### src/rtl/smm_route_pkg.sv
package smm_route_pkg;

   typedef enum logic [1:0] {
      ROUTE_BUS  = 2'd0,
      ROUTE_RAM  = 2'd1,
      ROUTE_HOLE = 2'd2
   } route_e;

   // window control byte
   localparam int unsigned WIN_OPEN_BIT = 0;
   localparam int unsigned WIN_LOCK_BIT = 1;
   localparam int unsigned WIN_GEN_BIT  = 2;

   // segment control byte
   localparam int unsigned SEG_EN_BIT   = 0;
   localparam int unsigned SEG_SZ_LSB   = 1;
   localparam int unsigned SEG_HIGH_BIT = 3;

   localparam logic [7:0] WIN_WMASK_OPEN   = 8'h07;
   localparam logic [7:0] WIN_WMASK_LOCKED = 8'h00;
   localparam logic [7:0] SEG_WMASK_OPEN   = 8'h0F;
   localparam logic [7:0] SEG_WMASK_LOCKED = 8'h00;

   localparam logic [31:0] LOW_WIN_BASE  = 32'h000A_0000;
   localparam logic [31:0] HIGH_WIN_BASE = 32'hFEDA_0000;
   localparam logic [31:0] WIN_BYTES     = 32'h0002_0000;
   localparam int unsigned MIB_SHIFT     = 20;
   localparam int unsigned EXT_MB_LIMIT  = 4095;

   typedef struct packed {
      logic       high_en;
      logic [1:0] seg_size;
      logic       seg_en;
      logic       glob_en;
      logic       locked;
      logic       open;
   } smm_ctl_t;

endpackage

### src/rtl/smm_ctl_regs.sv
module smm_ctl_regs
   import smm_route_pkg::*;
#(
   parameter logic [7:0] WIN_WMASK     = WIN_WMASK_OPEN,
   parameter logic [7:0] WIN_WMASK_LCK = WIN_WMASK_LOCKED,
   parameter logic [7:0] SEG_WMASK     = SEG_WMASK_OPEN,
   parameter logic [7:0] SEG_WMASK_LCK = SEG_WMASK_LOCKED
)(
   input  logic       clk,
   input  logic       rst_n,
   input  logic       wr_i,
   input  logic [1:0] be_i,
   input  logic [15:0] wdata_i,
   output logic [7:0] win_q_o,
   output logic [7:0] seg_q_o,
   output smm_ctl_t   ctl_o
);

   if (WIN_WMASK[WIN_LOCK_BIT] == 1'b0) begin : g_chk_lock_wr
      $error("lock bit must be writable while unlocked");
   end
   if (WIN_WMASK_LCK[WIN_LOCK_BIT] != 1'b0 || WIN_WMASK_LCK[WIN_OPEN_BIT] != 1'b0) begin : g_chk_lck_mask
      $error("locked window mask may not reopen or unlock");
   end

   logic [7:0] win_q, win_d, seg_q, seg_d;
   logic [7:0] win_mask, seg_mask;
   logic       locked;

   assign locked   = win_q[WIN_LOCK_BIT];
   assign win_mask = locked ? WIN_WMASK_LCK : WIN_WMASK;
   assign seg_mask = locked ? SEG_WMASK_LCK : SEG_WMASK;

   always_comb begin
      win_d = win_q;
      seg_d = seg_q;
      if (wr_i && be_i[0]) begin
         win_d = (win_q & ~win_mask) | (wdata_i[7:0] & win_mask);
      end
      if (wr_i && be_i[1]) begin
         seg_d = (seg_q & ~seg_mask) | (wdata_i[15:8] & seg_mask);
      end
      if (win_d[WIN_LOCK_BIT]) begin
         win_d[WIN_OPEN_BIT] = 1'b0;
      end
   end

   always_ff @(posedge clk or negedge rst_n) begin
      if (!rst_n) begin
         win_q <= '0;
         seg_q <= '0;
      end else begin
         win_q <= win_d;
         seg_q <= seg_d;
      end
   end

   assign win_q_o = win_q;
   assign seg_q_o = seg_q;

   always_comb begin
      ctl_o          = '0;
      ctl_o.open     = win_q[WIN_OPEN_BIT];
      ctl_o.locked   = win_q[WIN_LOCK_BIT];
      ctl_o.glob_en  = win_q[WIN_GEN_BIT];
      ctl_o.seg_en   = seg_q[SEG_EN_BIT];
      ctl_o.seg_size = seg_q[SEG_SZ_LSB +: 2];
      ctl_o.high_en  = seg_q[SEG_HIGH_BIT];
   end

   AST_LOCK_STICKY: assert property (@(posedge clk) disable iff (!rst_n)
      locked |=> locked);
   AST_LOCK_CLOSES: assert property (@(posedge clk) disable iff (!rst_n)
      locked |-> !win_q[WIN_OPEN_BIT]);
   AST_LOCKED_FROZEN: assert property (@(posedge clk) disable iff (!rst_n)
      (locked && wr_i) |=> ((((win_q ^ $past(win_q)) & ~WIN_WMASK_LCK) == 8'h00) &&
                            (((seg_q ^ $past(seg_q)) & ~SEG_WMASK_LCK) == 8'h00)));
   AST_UNWRITABLE_ZERO: assert property (@(posedge clk) disable iff (!rst_n)
      ((win_q & ~WIN_WMASK) == 8'h00) && ((seg_q & ~SEG_WMASK) == 8'h00));

endmodule

### src/rtl/smm_ext_size_reg.sv
module smm_ext_size_reg #(
   parameter int unsigned EXT_MB = 16,
   parameter int unsigned EXT_W  = 16
)(
   input  logic                   clk,
   input  logic                   rst_n,
   input  logic                   wr_i,
   input  logic [EXT_W/8-1:0]     be_i,
   input  logic [EXT_W-1:0]       wdata_i,
   output logic [EXT_W-1:0]       q_o
);

   localparam int unsigned    LANES = EXT_W / 8;
   localparam logic [EXT_W-1:0] QUERY = '1;
   localparam logic [EXT_W-1:0] RST_VAL = (EXT_MB > 0) ? QUERY : '0;

   if (EXT_W % 8 != 0 || EXT_W == 0) begin : g_chk_width
      $error("size register width must be whole bytes");
   end
   if (EXT_MB >= (2 ** EXT_W) - 1) begin : g_chk_answer
      $error("megabyte count collides with query value");
   end

   logic [EXT_W-1:0] q, d, merged;
   logic             touched;

   assign touched = wr_i && (|be_i);

   for (genvar l = 0; l < LANES; l++) begin : g_lane
      assign merged[l*8 +: 8] = be_i[l] ? wdata_i[l*8 +: 8] : q[l*8 +: 8];
   end

   if (EXT_MB > 0) begin : g_query
      localparam logic [EXT_W-1:0] ANSWER = EXT_W'(EXT_MB);
      assign d = !touched ? q : ((merged == QUERY) ? ANSWER : merged);

      AST_QUERY_ANSWERED: assert property (@(posedge clk) disable iff (!rst_n)
         touched |=> (q != QUERY));
   end else begin : g_plain
      assign d = touched ? merged : q;
   end

   always_ff @(posedge clk or negedge rst_n) begin
      if (!rst_n) q <= RST_VAL;
      else        q <= d;
   end

   assign q_o = q;

endmodule

### src/rtl/smm_seg_size.sv
module smm_seg_size
   import smm_route_pkg::*;
#(
   parameter int unsigned ADDR_W = 32,
   parameter int unsigned EXT_MB = 16
)(
   input  logic [1:0]        code_i,
   output logic [ADDR_W-1:0] bytes_o
);

   localparam logic [ADDR_W-1:0] ONE_MIB   = ADDR_W'(1) << MIB_SHIFT;
   localparam logic [ADDR_W-1:0] TWO_MIB   = ADDR_W'(2) << MIB_SHIFT;
   localparam logic [ADDR_W-1:0] EIGHT_MIB = ADDR_W'(8) << MIB_SHIFT;

   logic [ADDR_W-1:0] ext_bytes;

   if (EXT_MB == 0) begin : g_no_ext
      assign ext_bytes = '0;
   end else begin : g_ext
      assign ext_bytes = ADDR_W'(EXT_MB) << MIB_SHIFT;
   end

   always_comb begin
      unique case (code_i)
         2'd0:    bytes_o = ONE_MIB;
         2'd1:    bytes_o = TWO_MIB;
         2'd2:    bytes_o = EIGHT_MIB;
         default: bytes_o = ext_bytes;
      endcase
   end

endmodule

### src/rtl/smm_route_decode.sv
module smm_route_decode
   import smm_route_pkg::*;
#(
   parameter int unsigned ADDR_W = 32
)(
   input  logic              open_i,
   input  logic              glob_en_i,
   input  logic              high_en_i,
   input  logic              seg_en_i,
   input  logic [ADDR_W-1:0] seg_bytes_i,
   input  logic [ADDR_W-1:0] tolm_i,
   input  logic [ADDR_W-1:0] addr_i,
   input  logic              smm_i,
   output route_e            route_o,
   output logic [ADDR_W-1:0] ram_addr_o
);

   localparam logic [ADDR_W-1:0] LO_BASE = ADDR_W'(LOW_WIN_BASE);
   localparam logic [ADDR_W-1:0] LO_END  = ADDR_W'(LOW_WIN_BASE + WIN_BYTES);
   localparam logic [ADDR_W-1:0] HI_BASE = ADDR_W'(HIGH_WIN_BASE);
   localparam logic [ADDR_W-1:0] HI_END  = ADDR_W'(HIGH_WIN_BASE + WIN_BYTES);

   logic              lo_hit, hi_hit, seg_act, seg_hit;
   logic              see_ram, lo_ram, hi_ram;
   logic [ADDR_W-1:0] seg_base;

   assign lo_hit   = (addr_i >= LO_BASE) && (addr_i < LO_END);
   assign hi_hit   = (addr_i >= HI_BASE) && (addr_i < HI_END);
   assign seg_act  = seg_en_i && glob_en_i && (seg_bytes_i != '0);
   assign seg_base = tolm_i - seg_bytes_i;
   assign seg_hit  = seg_act && (addr_i >= seg_base) && (addr_i < tolm_i);

   // ordinary view opens with the open bit; SMM adds the global enable
   assign see_ram  = open_i || (smm_i && glob_en_i);
   assign lo_ram   = see_ram && !high_en_i;
   assign hi_ram   = see_ram &&  high_en_i;

   always_comb begin
      route_o    = ROUTE_BUS;
      ram_addr_o = addr_i;
      if (hi_hit) begin
         if (hi_ram) begin
            route_o    = ROUTE_RAM;
            ram_addr_o = addr_i - HI_BASE + LO_BASE;
         end
      end else if (lo_hit) begin
         if (lo_ram) route_o = ROUTE_RAM;
      end else if (seg_hit) begin
         route_o = smm_i ? ROUTE_RAM : ROUTE_HOLE;
      end else if (addr_i < tolm_i) begin
         route_o = ROUTE_RAM;
      end
   end

endmodule

### src/rtl/smm_route_ctrl.sv
module smm_route_ctrl
   import smm_route_pkg::*;
#(
   parameter int unsigned ADDR_W = 32,
   parameter int unsigned EXT_MB = 16
)(
   input  logic              clk,
   input  logic              rst_n,
   input  logic [ADDR_W-1:0] tolm_i,
   input  logic              cfg_wr_i,
   input  logic [3:0]        cfg_be_i,
   input  logic [31:0]       cfg_wdata_i,
   output logic [31:0]       cfg_rdata_o,
   input  logic [ADDR_W-1:0] acc_addr_i,
   input  logic              acc_smm_i,
   output logic [1:0]        route_o,
   output logic [ADDR_W-1:0] ram_addr_o
);

   localparam int unsigned EXT_W = 16;

   if (ADDR_W < 32) begin : g_chk_aw
      $error("address width must cover the high alias window");
   end
   if (EXT_MB > EXT_MB_LIMIT) begin : g_chk_ext
      $error("megabyte count too large");
   end

   logic [7:0]        win_q, seg_q;
   logic [EXT_W-1:0]  ext_q;
   smm_ctl_t          ctl;
   logic [ADDR_W-1:0] seg_bytes;
   route_e            route;

   smm_ctl_regs u_ctl (
      .clk     (clk),
      .rst_n   (rst_n),
      .wr_i    (cfg_wr_i),
      .be_i    (cfg_be_i[1:0]),
      .wdata_i (cfg_wdata_i[15:0]),
      .win_q_o (win_q),
      .seg_q_o (seg_q),
      .ctl_o   (ctl)
   );

   smm_ext_size_reg #(.EXT_MB(EXT_MB), .EXT_W(EXT_W)) u_ext (
      .clk     (clk),
      .rst_n   (rst_n),
      .wr_i    (cfg_wr_i),
      .be_i    (cfg_be_i[3:2]),
      .wdata_i (cfg_wdata_i[31:16]),
      .q_o     (ext_q)
   );

   smm_seg_size #(.ADDR_W(ADDR_W), .EXT_MB(EXT_MB)) u_size (
      .code_i  (ctl.seg_size),
      .bytes_o (seg_bytes)
   );

   smm_route_decode #(.ADDR_W(ADDR_W)) u_dec (
      .open_i      (ctl.open),
      .glob_en_i   (ctl.glob_en),
      .high_en_i   (ctl.high_en),
      .seg_en_i    (ctl.seg_en),
      .seg_bytes_i (seg_bytes),
      .tolm_i      (tolm_i),
      .addr_i      (acc_addr_i),
      .smm_i       (acc_smm_i),
      .route_o     (route),
      .ram_addr_o  (ram_addr_o)
   );

   assign cfg_rdata_o = {ext_q, seg_q, win_q};
   assign route_o     = route;

   // independent window decode used only by the checks below
   logic ast_lo, ast_hi;
   assign ast_lo = (acc_addr_i >= ADDR_W'(LOW_WIN_BASE)) &&
                   (acc_addr_i <  ADDR_W'(LOW_WIN_BASE + WIN_BYTES));
   assign ast_hi = (acc_addr_i >= ADDR_W'(HIGH_WIN_BASE)) &&
                   (acc_addr_i <  ADDR_W'(HIGH_WIN_BASE + WIN_BYTES));

   AST_ROUTE_CODE: assert property (@(posedge clk) disable iff (!rst_n)
      route_o != 2'd3);
   AST_HOLE_ORDINARY: assert property (@(posedge clk) disable iff (!rst_n)
      (route_o == 2'd2) |-> (!acc_smm_i && ctl.seg_en && ctl.glob_en));
   AST_CLOSED_LOW_BUS: assert property (@(posedge clk) disable iff (!rst_n)
      (ast_lo && !acc_smm_i && !ctl.open) |-> (route_o == 2'd0));
   AST_ALIAS_LANDS_LOW: assert property (@(posedge clk) disable iff (!rst_n)
      (ast_hi && route_o == 2'd1) |->
         (ram_addr_o >= ADDR_W'(LOW_WIN_BASE) &&
          ram_addr_o <  ADDR_W'(LOW_WIN_BASE + WIN_BYTES)));
   AST_SMM_HIGH_SEEN: assert property (@(posedge clk) disable iff (!rst_n)
      (ast_hi && acc_smm_i && ctl.glob_en && ctl.high_en) |-> (route_o == 2'd1));

endmodule

### config.mk
export PLATFORM = sky130hd
export DESIGN_NAME = smm_route_ctrl
export DESIGN_NICKNAME = d
export VERILOG_FILES = /design/src/rtl/smm_route_pkg.sv /design/src/rtl/smm_ctl_regs.sv /design/src/rtl/smm_ext_size_reg.sv /design/src/rtl/smm_seg_size.sv /design/src/rtl/smm_route_decode.sv /design/src/rtl/smm_route_ctrl.sv
export SDC_FILE = /design/constraint.sdc
export NUM_CORES = 1
export LEC_CHECK = 0
export BUFFER_PORTS_ARGS = -buffer_cell sky130_fd_sc_hd__buf_2
export CORE_MARGIN = 8
export CORE_UTILIZATION = 29
export CTS_CLUSTER_DIAMETER = 200
export DETAILED_ROUTE_END_ITERATION = 12
export SLEW_MARGIN = 20
export SYNTH_ARGS = -nofsm -noshare
export SYNTH_HDL_FRONTEND = slang
export SYNTH_SLANG_ARGS = --single-unit
### constraint.sdc
create_clock -name clk -period 6 [get_ports clk]
set_input_delay 0.9 -clock clk [delete_from_list [all_inputs] [get_ports clk]]
set_output_delay 0.9 -clock clk [all_outputs]
set_load 0.01 [all_outputs]
* Yosys cells after proc, flatten, opt, wreduce, memory -nomap -nowiden
Cells that the tools add are included.
** Operators by class
- Multiplexer cells :: 17
- Order comparisons :: 6
- Add/sub/neg operators :: 3
- Reductions and logical operators :: 18
- Equal/unequal tests :: 3
- Bitwise operators :: 8
** Operators by type and width (number)
- $pmux 25 s3 :: 1
- $mux 32 :: 2
- $add 32x20->32 const B :: 1
- $and 8x8->8 :: 4
- $ge 32x20->1 const B :: 1
- $ge 32x32->1 :: 1
- $ge 32x32->1 const B :: 1
- $lt 32x20->1 const B :: 1
- $lt 32x32->1 :: 1
- $lt 32x32->1 const B :: 1
- $reduce_bool 32->1 :: 1
- $sub 32x25->32 :: 1
- $sub 32x32->32 const B :: 1
- $eq 16x16->1 const B :: 1
- $mux 16 :: 1
- $mux 8 :: 2
- $not 8->8 :: 2
- $or 8x8->8 :: 2
- $logic_and 1x1->1 :: 12
- $mux 2 :: 5
- $mux 1 :: 4
- $mux 4 :: 1
- $mux 3 :: 1
- $eq 2x1->1 const B :: 1
- other kinds (6) :: 6
** Word-level totals
- Logic and storage cells :: 60
- Input bits :: 104
- Output and inout port bits :: 66
- Register bits after elaboration :: 32

* Logic depth before layout (Yosys ltp)
Gate-level depths: netlist (run 1).
- Depth after elaboration :: 9
- Gate-level depth with buffers :: 17
- Mapped depth without buffers :: 17

* Cells and area by module
Synthesis (run 1) repeated with hierarchy kept, for this count alone.
** Unflattened totals
- Cell total of the unflattened synthesis :: 650
- Area total of the unflattened synthesis :: 5132.4 um^2
** By module, submodules not included
- smm_route_decode :: area each 3631.0 um^2, sequential area each 0.0 um^2, times used 1, cells each 509
- smm_ext_size_reg :: area each 830.8 um^2, sequential area each 420.4 um^2, times used 1, cells each 73
- smm_ctl_regs :: area each 430.4 um^2, sequential area each 175.2 um^2, times used 1, cells each 35
- smm_seg_size :: area each 240.2 um^2, sequential area each 0.0 um^2, times used 1, cells each 33

* Worst setup path before layout (run 1)
OpenSTA, ideal clock, no wires.
- Path kind :: input -> output
- Start point :: input tolm_i[20]
- End point :: output route_o[0]
- Path buffers :: 0
- Data required time :: 5100 ps
- Setup slack :: 1419 ps
- Data arrival time :: 3681 ps
- Stages :: 17
- Cell sequence :: inv_1 ha_1 inv_1 fa_1 o21a_1 o21ai_0 nand2_1 nor3_1 xnor2_1 ha_1 nand4_1 nor2_1 and3_1 a221oi_1 a21oi_1 a31o_2 o22ai_1
** On the way
- Cells in the longest elaborated chain, start to end :: 7
- Elaborated cells between the ends (all ways) :: 9
- Those cells by class :: 1 x add/sub; 2 x order compare; 4 x mux; 2 x reduce/logical
** Ends and longest elaborated chain
- from (decl) :: line smm_route_ctrl.sv:9 : input logic [ADDR_W-1:0] tolm_i,
- $sub 32x25->32 :: line smm_route_decode.sv:30 : assign seg_base = tolm_i - seg_bytes_i;
- $ge 32x32->1 :: line smm_route_decode.sv:31 : assign seg_hit = seg_act && (addr_i >= seg_base) && (addr_i < tolm_i);
- $logic_and 1x1->1 (2 in series) :: line smm_route_decode.sv:31
- $mux 2 * :: line smm_route_decode.sv:48 : end else if (seg_hit) begin
- $mux 2 * :: line smm_route_decode.sv:46 : end else if (lo_hit) begin
- $mux 2 * :: line smm_route_decode.sv:41 : if (hi_hit) begin
- to (decl) :: line smm_route_ctrl.sv:16 : output logic [1:0] route_o,
Every way passes the cells marked *; elsewhere a longest branch is shown, timed or not.

* Final worst setup path (run 1)
Ends and elaborated chain as after synthesis.

==> out/results.ini, run 1 <==
[run_status]
status=completed

[timing]
skew_ns=0.00204
finalWorstPathRequiredPeriod_ns=5.15
tightestPinTransition_ns=0.593
fmax_mhz=194
tns_ns=0
fin_crit_sh=0.859
final-max-slew-violation-count=0
hold_viol=0
slew_headroom=0.602
setup_viol=0
rsz0062_at_grt=no

[power_and_ir_drop]
power.density_nw_per_um2=167
power_frac_seq=0.349
clockPowerShare=0.151
p_comb_frac=0.500
internal_power_mw=0.383
p_sw_frac=0.384
switchingPower_mw=0.239
ir_worst_vdd_v=0.000130
p_leak_nw=1.94
power_mw=0.622

[clocking]
cts_inserted_buffers=3
clock-root-buffer=clkbuf_8
h-tree-depth=1
cts_tree=yes
cts_setup_buffers=0
clk_pin_slew_worst_paths_ns=0.08
cts_sinks=23
cts_resized=0
cts_max_path_buffers=2
clk_latency_ns=0.26
hold_buffers=0

[place]
dpl.hpwl_mm=8.20
io_buffers=151
gp_congestion=0.801

[die]
start_util=0.293
coreArea_um2=10200
die-height_um=117
dieWidth_um=117
ios=170
dieArea_um2=13800
row_count=37

[setup_path]
critPathArrivalTime_ns=4.25
worstSetupPathType=in -> out
start_kind=input pin
cp.required_ns=5.10
cp_max_fo=3
end_kind=output pin

[finish]
drive_gt1_frac=0.378
syn_to_final_growth_pct=24.4
nFillCells=1105
nNetsFinal=639
n_antenna_cell=0
most-common-layout-cells=151 x buf_2, 51 x ha_1, 39 x inv_1
layout_commonest_cell=buf_2

[global_route]
grt_pass1_wl_mm=15.5
grt_antenna_before_repair=0
grt_pass1_vias=3272
grtUsageTotal=0.129
overflow=0
grt_max_degree=24

[route]
drt-total-wl_mm=9.34
antenna_left=0
avgViaCountPerCell=4.81
avgRoutedWirePerCell_um=15.1
drc=0
initialDrtViolationCount=93
dr.pass1.iters=4
via_count=2970

[yosys]
syn-cell-area_um2=2990
syn_avg_cell_area_um2=8.37
synth_async_sr_flop_share=1.00
ys_seq_area_frac=0.199
synth-edff-count=0
yosysWarnings=0
ys.flop_type=dfstp_2
synth.distinct_cells=50
ys_ff_latch=23
netlist_instances=357

[flow_run]
maxCapViolCount=0

[worst_hold_path]
hold_class=reg -> reg

-- routing by layer --
layer / up-vias / part of all wire / track usage
met5: - / 0 / 0
met4: 0 / 0.0041 / 0.0168
met3: 4 / 0.083 / 0.0388
met2: 126 / 0.46 / 0.225
met1: 1345 / 0.45 / 0.156
li1: 1495 / - / -
-- critical path, stage by stage --
cell      delay [ns]
buf_2           0.10
inv_1           0.08
ha_1            0.18
inv_1           0.05
fa_1            0.40
o21a_1          0.19
o21ai_0         0.21
nand2_1         0.15
nor3_1          0.21
xnor2_1         0.18
ha_1            0.27
nand4_1         0.09
nor2_1          0.07
and3_1          0.19
a221oi_1        0.29
a21oi_1         0.10
a31o_2          0.23
o22ai_1         0.19
buf_2           0.17
-- cell usage after synthesis, types with 4 or more instances --
cell,count,share of area
ha_1,51,0.21
inv_1,39,0.049
buf_4,33,0.083
a21oi_1,21,0.035
nor2_1,21,0.026
nand2_1,20,0.025
dfstp_2,16,0.14
nand4_1,16,0.034
o21ai_0,13,0.022
a22o_1,10,0.029
nor4_1,10,0.021
nor2b_1,9,0.019
mux2i_1,8,0.027
dfrtp_1,7,0.059
mux2_2,7,0.026
xnor2_1,7,0.021
and2_1,6,0.013
nand3_1,6,0.010
a32o_1,5,0.017
and3_1,5,0.010
nor3_1,5,0.0084
buf_2,4,0.0067
-- cell families after synthesis --
| kind of cell | count (synthesis) | synth area share |
|---|---|---|
| AO/OA/AOI/OAI | 67 | 0.153 |
| adder cells (fa/ha/maj) | 52 | 0.220 |
| multiplexers | 15 | 0.0532 |
| other | 1 | 0.00126 |
| flip-flops | 23 | 0.199 |
| buffers and inverters | 77 | 0.140 |
| XOR/XNOR | 8 | 0.0235 |
| AND/OR/NAND/NOR | 114 | 0.209 |
-- final cells by class --
type | instances | area, um^2 | area share
tap | 136 | 170 | 0.0458
clock buffer | 4 | 45.0 | 0.0121
timing repair buffer | 151 | 756 | 0.203
sequential | 23 | 596 | 0.160
multi-input combinational | 265 | 2000 | 0.539
inverter | 39 | 146 | 0.0394
-- final timing paths --
kind,from,endpoint,slack (ns),cells past startpoint
hold reg to reg,u_ctl.win_q_o[1]$_DFF_PN0_,u_ctl.win_q_o[0]$_DFFE_PN0P_,0.51,1
hold / removal,u_ctl.win_q_o[1]$_DFF_PN0_,u_ctl.win_q_o[0]$_DFFE_PN0P_,0.51,1
max in group asynchronous,rst_n,u_ext.q_o[14]$_DFFE_PN1P_,5.04,1
setup reg to reg,u_ext.q_o[1]$_DFFE_PN1P_,u_ext.q_o[2]$_DFFE_PN1P_,4.12,6
setup / recovery,tolm_i[20],route_o[0],0.85,19
min in group asynchronous,rst_n,async pin,0.60,1
-- power by group through the flow --
| stage | logic, mW | registers (mW) | clock network, mW |
|---|---|---|---|
| 6_report | 0.311 | 0.217 | 0.0941 |
| 5_1_grt | 0.357 | 0.222 | 0.106 |
| 4_1_cts | 0.316 | 0.218 | 0.0985 |
| 3_5_place_dp | 0.314 | 0.219 | 0 |
| 3_3_place_gp | 0.306 | 0.219 | 0 |
| 2_1_floorplan | 0.202 | 0.220 | 0 |
-- stage by stage --
stage,std cells,setup slack [ns],instance area (um^2),utilization,hold WS (ns)
4_1_cts,618,0.853,3720,0.365,0.505
5_1_grt,618,0.550,3720,0.365,0.535
2_1_floorplan,365,1.42,3020,-,0.503
3_3_place_gp,614,0.939,3670,0.360,0.501
3_5_place_dp,614,0.876,3670,0.360,0.491
6_report,618,0.849,3720,0.365,0.510
Note: power is estimated with default switching activity, not from simulation.
==> run 2, diff against run 1 <==
--- a/config.mk
+++ b/config.mk
@@ -10,6 +10,7 @@
 export CORE_UTILIZATION = 29
 export CTS_CLUSTER_DIAMETER = 200
 export DETAILED_ROUTE_END_ITERATION = 12
+export PLACE_DENSITY = 0.57
 export SLEW_MARGIN = 20
 export SYNTH_ARGS = -nofsm -noshare
 export SYNTH_HDL_FRONTEND = slang
==> constraint.sdc (replaced) <==
create_clock -name clk -period 4.7 [get_ports clk]
set_input_delay 0.705 -clock clk [delete_from_list [all_inputs] [get_ports clk]]
set_output_delay 0.705 -clock clk [all_outputs]
set_load 0.01 [all_outputs]
==> out/results.ini, run 2 (synthesized netlist as in run 1, its figures left out) <==
[finish]
syn_to_final_growth_pct=27.3
nNetsFinal=645  ; +0.94%
multi_input_area_um2=2040  ; +2.0%
drive_gt1_frac=0.402  ; +0.0240
most-common-layout-cells=151 x buf_2, 51 x ha_1, 39 x inv_1
layout_commonest_cell=buf_2
n_antenna_cell=0  ; unchanged
fin_cells=624  ; +0.97%
seq_area_um2=596  ; unchanged
nFillCells=1068  ; -3.3%

[route]
avgRoutedWirePerCell_um=15.1  ; about the same
dr.pass1.iters=4  ; unchanged
initialDrtViolationCount=74  ; -20%
antenna_left=0  ; unchanged
drt-total-wl_mm=9.42  ; +0.94%
avgViaCountPerCell=4.84  ; +0.64%
drc=0  ; unchanged
via_count=3018  ; +1.6%

[place]
gp_congestion=0.815  ; +1.7%
dpl.hpwl_mm=8.20  ; -0.10%
dp.cells=616  ; +0.33%
io_buffers=151  ; unchanged

[clocking]
cts_tree=yes
cts_max_path_buffers=2  ; unchanged
cts_sinks=23  ; unchanged
hold_buffers=0  ; unchanged
clk_pin_slew_worst_paths_ns=0.08  ; about the same
clock-root-buffer=clkbuf_8
clk_latency_ns=0.26  ; about the same
h-tree-depth=1  ; unchanged
cts_inserted_buffers=3  ; unchanged

[timing]
hold_viol=0  ; unchanged
slew_headroom=0.615  ; +0.0132
final-max-slew-violation-count=0  ; unchanged
tightestPinTransition_ns=0.574  ; -0.0197 ns
finalWorstPathRequiredPeriod_ns=4.53
setup_viol=0  ; unchanged
fin_crit_sh=0.964
fmax_mhz=221
skew_ns=0.00247  ; +0.000431 ns
tns_ns=0  ; unchanged

[die]
row_count=37  ; unchanged
start_util=0.293  ; unchanged
coreArea_um2=10200  ; unchanged
dieWidth_um=117  ; unchanged
ios=170  ; unchanged
dieArea_um2=13800  ; unchanged
die-height_um=117  ; unchanged

[run_status]
status=completed

[power_and_ir_drop]
p_sw_frac=0.384  ; +0.000419
p_leak_nw=1.97  ; +1.8%
power_frac_seq=0.329  ; -0.020
ir_worst_vdd_v=0.000198  ; +52%
internal_power_mw=0.509  ; +33%
switchingPower_mw=0.318  ; +33%
power.density_nw_per_um2=217  ; +30%
clockPowerShare=0.148  ; -0.003
p_comb_frac=0.524  ; +0.024

[worst_hold_path]
hold_class=in -> async

[setup_path]
end_kind=output pin
worstSetupPathType=reg -> out
rrSetupSlack_ns=2.85  ; -1.27 ns
cp.required_ns=3.99  ; -1.11 ns
r2r_cells=6  ; unchanged
critPathArrivalTime_ns=3.83  ; -0.42 ns
regToRegStartpoint=u_ext.q_o[1]$_DFFE_PN1P_
r2r-end=u_ext.q_o[2]$_DFFE_PN1P_
start_kind=flop
cp_max_fo=4  ; +1

[global_route]
grt_antenna_before_repair=0  ; unchanged
grt_max_degree=24  ; unchanged
grtUsageTotal=0.128  ; -0.00117
grt_pass1_wl_mm=15.2  ; -1.6%
grt_pass1_vias=3145  ; -3.9%
overflow=0  ; unchanged

[flow_run]
maxCapViolCount=0  ; unchanged

## run 2: changes by cell type in the layout (fill, tap and decap cells not counted)
| cell | change |
|---|---|
| nor3_1 | -2 |
| nor2_1 | -1 |
| o21ai_0 | -2 |
| o21ai_2 | +2 |
| nor4_4 | +1 |
| buf_4 | +6 |
| nor3_2 | +2 |
| nor4_1 | -1 |
| nand2_1 | -2 |
| nor2_2 | +1 |
| nand2_2 | +2 |
## run 2: cell type report
type | instances | share of cell area
multi-input cells | 265 | 0.538
repair buffers | 157 | 0.211
flip-flops and latches | 23 | 0.157
well taps | 136 | 0.0448
inverters | 39 | 0.0385
clock buffers | 4 | 0.0118
## run 2: per-layer routing
metal  up-vias  share of wire  wire length (um)  global-route usage
li1       1512              -                 -                   -
met1      1388           0.45              4220               0.157
met2       113           0.46              4350               0.216
met3         5          0.084               795              0.0432
met4         0         0.0058                55              0.0192
met5         -              0                 0                   0
## run 2: stage by stage
stage	utilization	hold WS (ns)	cell area, um^2	total power [mW]	worst slack [ns]
floorplan	-	0.409	3020	0.539	0.509
global placement	0.362	0.485	3690	0.679	0.0741
detailed placement	0.362	0.494	3690	0.687	0.0428
CTS	0.366	0.424	3730	0.816	0.0229
global route	0.373	0.438	3800	0.898	-0.00833
finish	0.373	0.408	3800	0.827	0.168
## run 2: worst max-delay path by stage
stage | slack [ns] | from | endpoint | depth (start not counted)
floorplan | 0.51 | tolm_i[20] | route_o[0] | 17
global placement | 0.07 | tolm_i[20] | route_o[0] | 19
detailed placement | 0.04 | tolm_i[20] | route_o[0] | 19
CTS | 0.02 | flop | route_o[0] | 17
global route | -0.008 | flop | route_o[0] | 17
finish | 0.17 | flop | route_o[0] | 17
## run 2: critical path, stage by stage, from the launching register on
cell and delay (ns):
dfrtp_1 0.41, nand2b_1 0.19, ha_1 0.28, nor2b_1 0.14
o31a_1 0.26, o21ai_2 0.16, nand2_2 0.12, nor4_4 0.25
xnor2_1 0.17, ha_1 0.27, nand4_1 0.11, nor2_1 0.07
and3_1 0.18, a221oi_1 0.28, a21oi_1 0.10, a31o_2 0.23
o22ai_1 0.17, buf_2 0.17
## run 2: timing repair
action / in CTS / in global routing
setup endpoints to repair: 0 / 2
setup buffers: 0 / 4
gates resized for setup: 0 / 11
## run 2: power by group through the flow
stage	registers [mW]	logic [mW]	clock network (mW)
floorplan	0.281	0.258	0
global placement	0.277	0.403	0
detailed placement	0.276	0.411	0
CTS	0.274	0.414	0.128
global route	0.278	0.485	0.134
finish	0.272	0.433	0.122
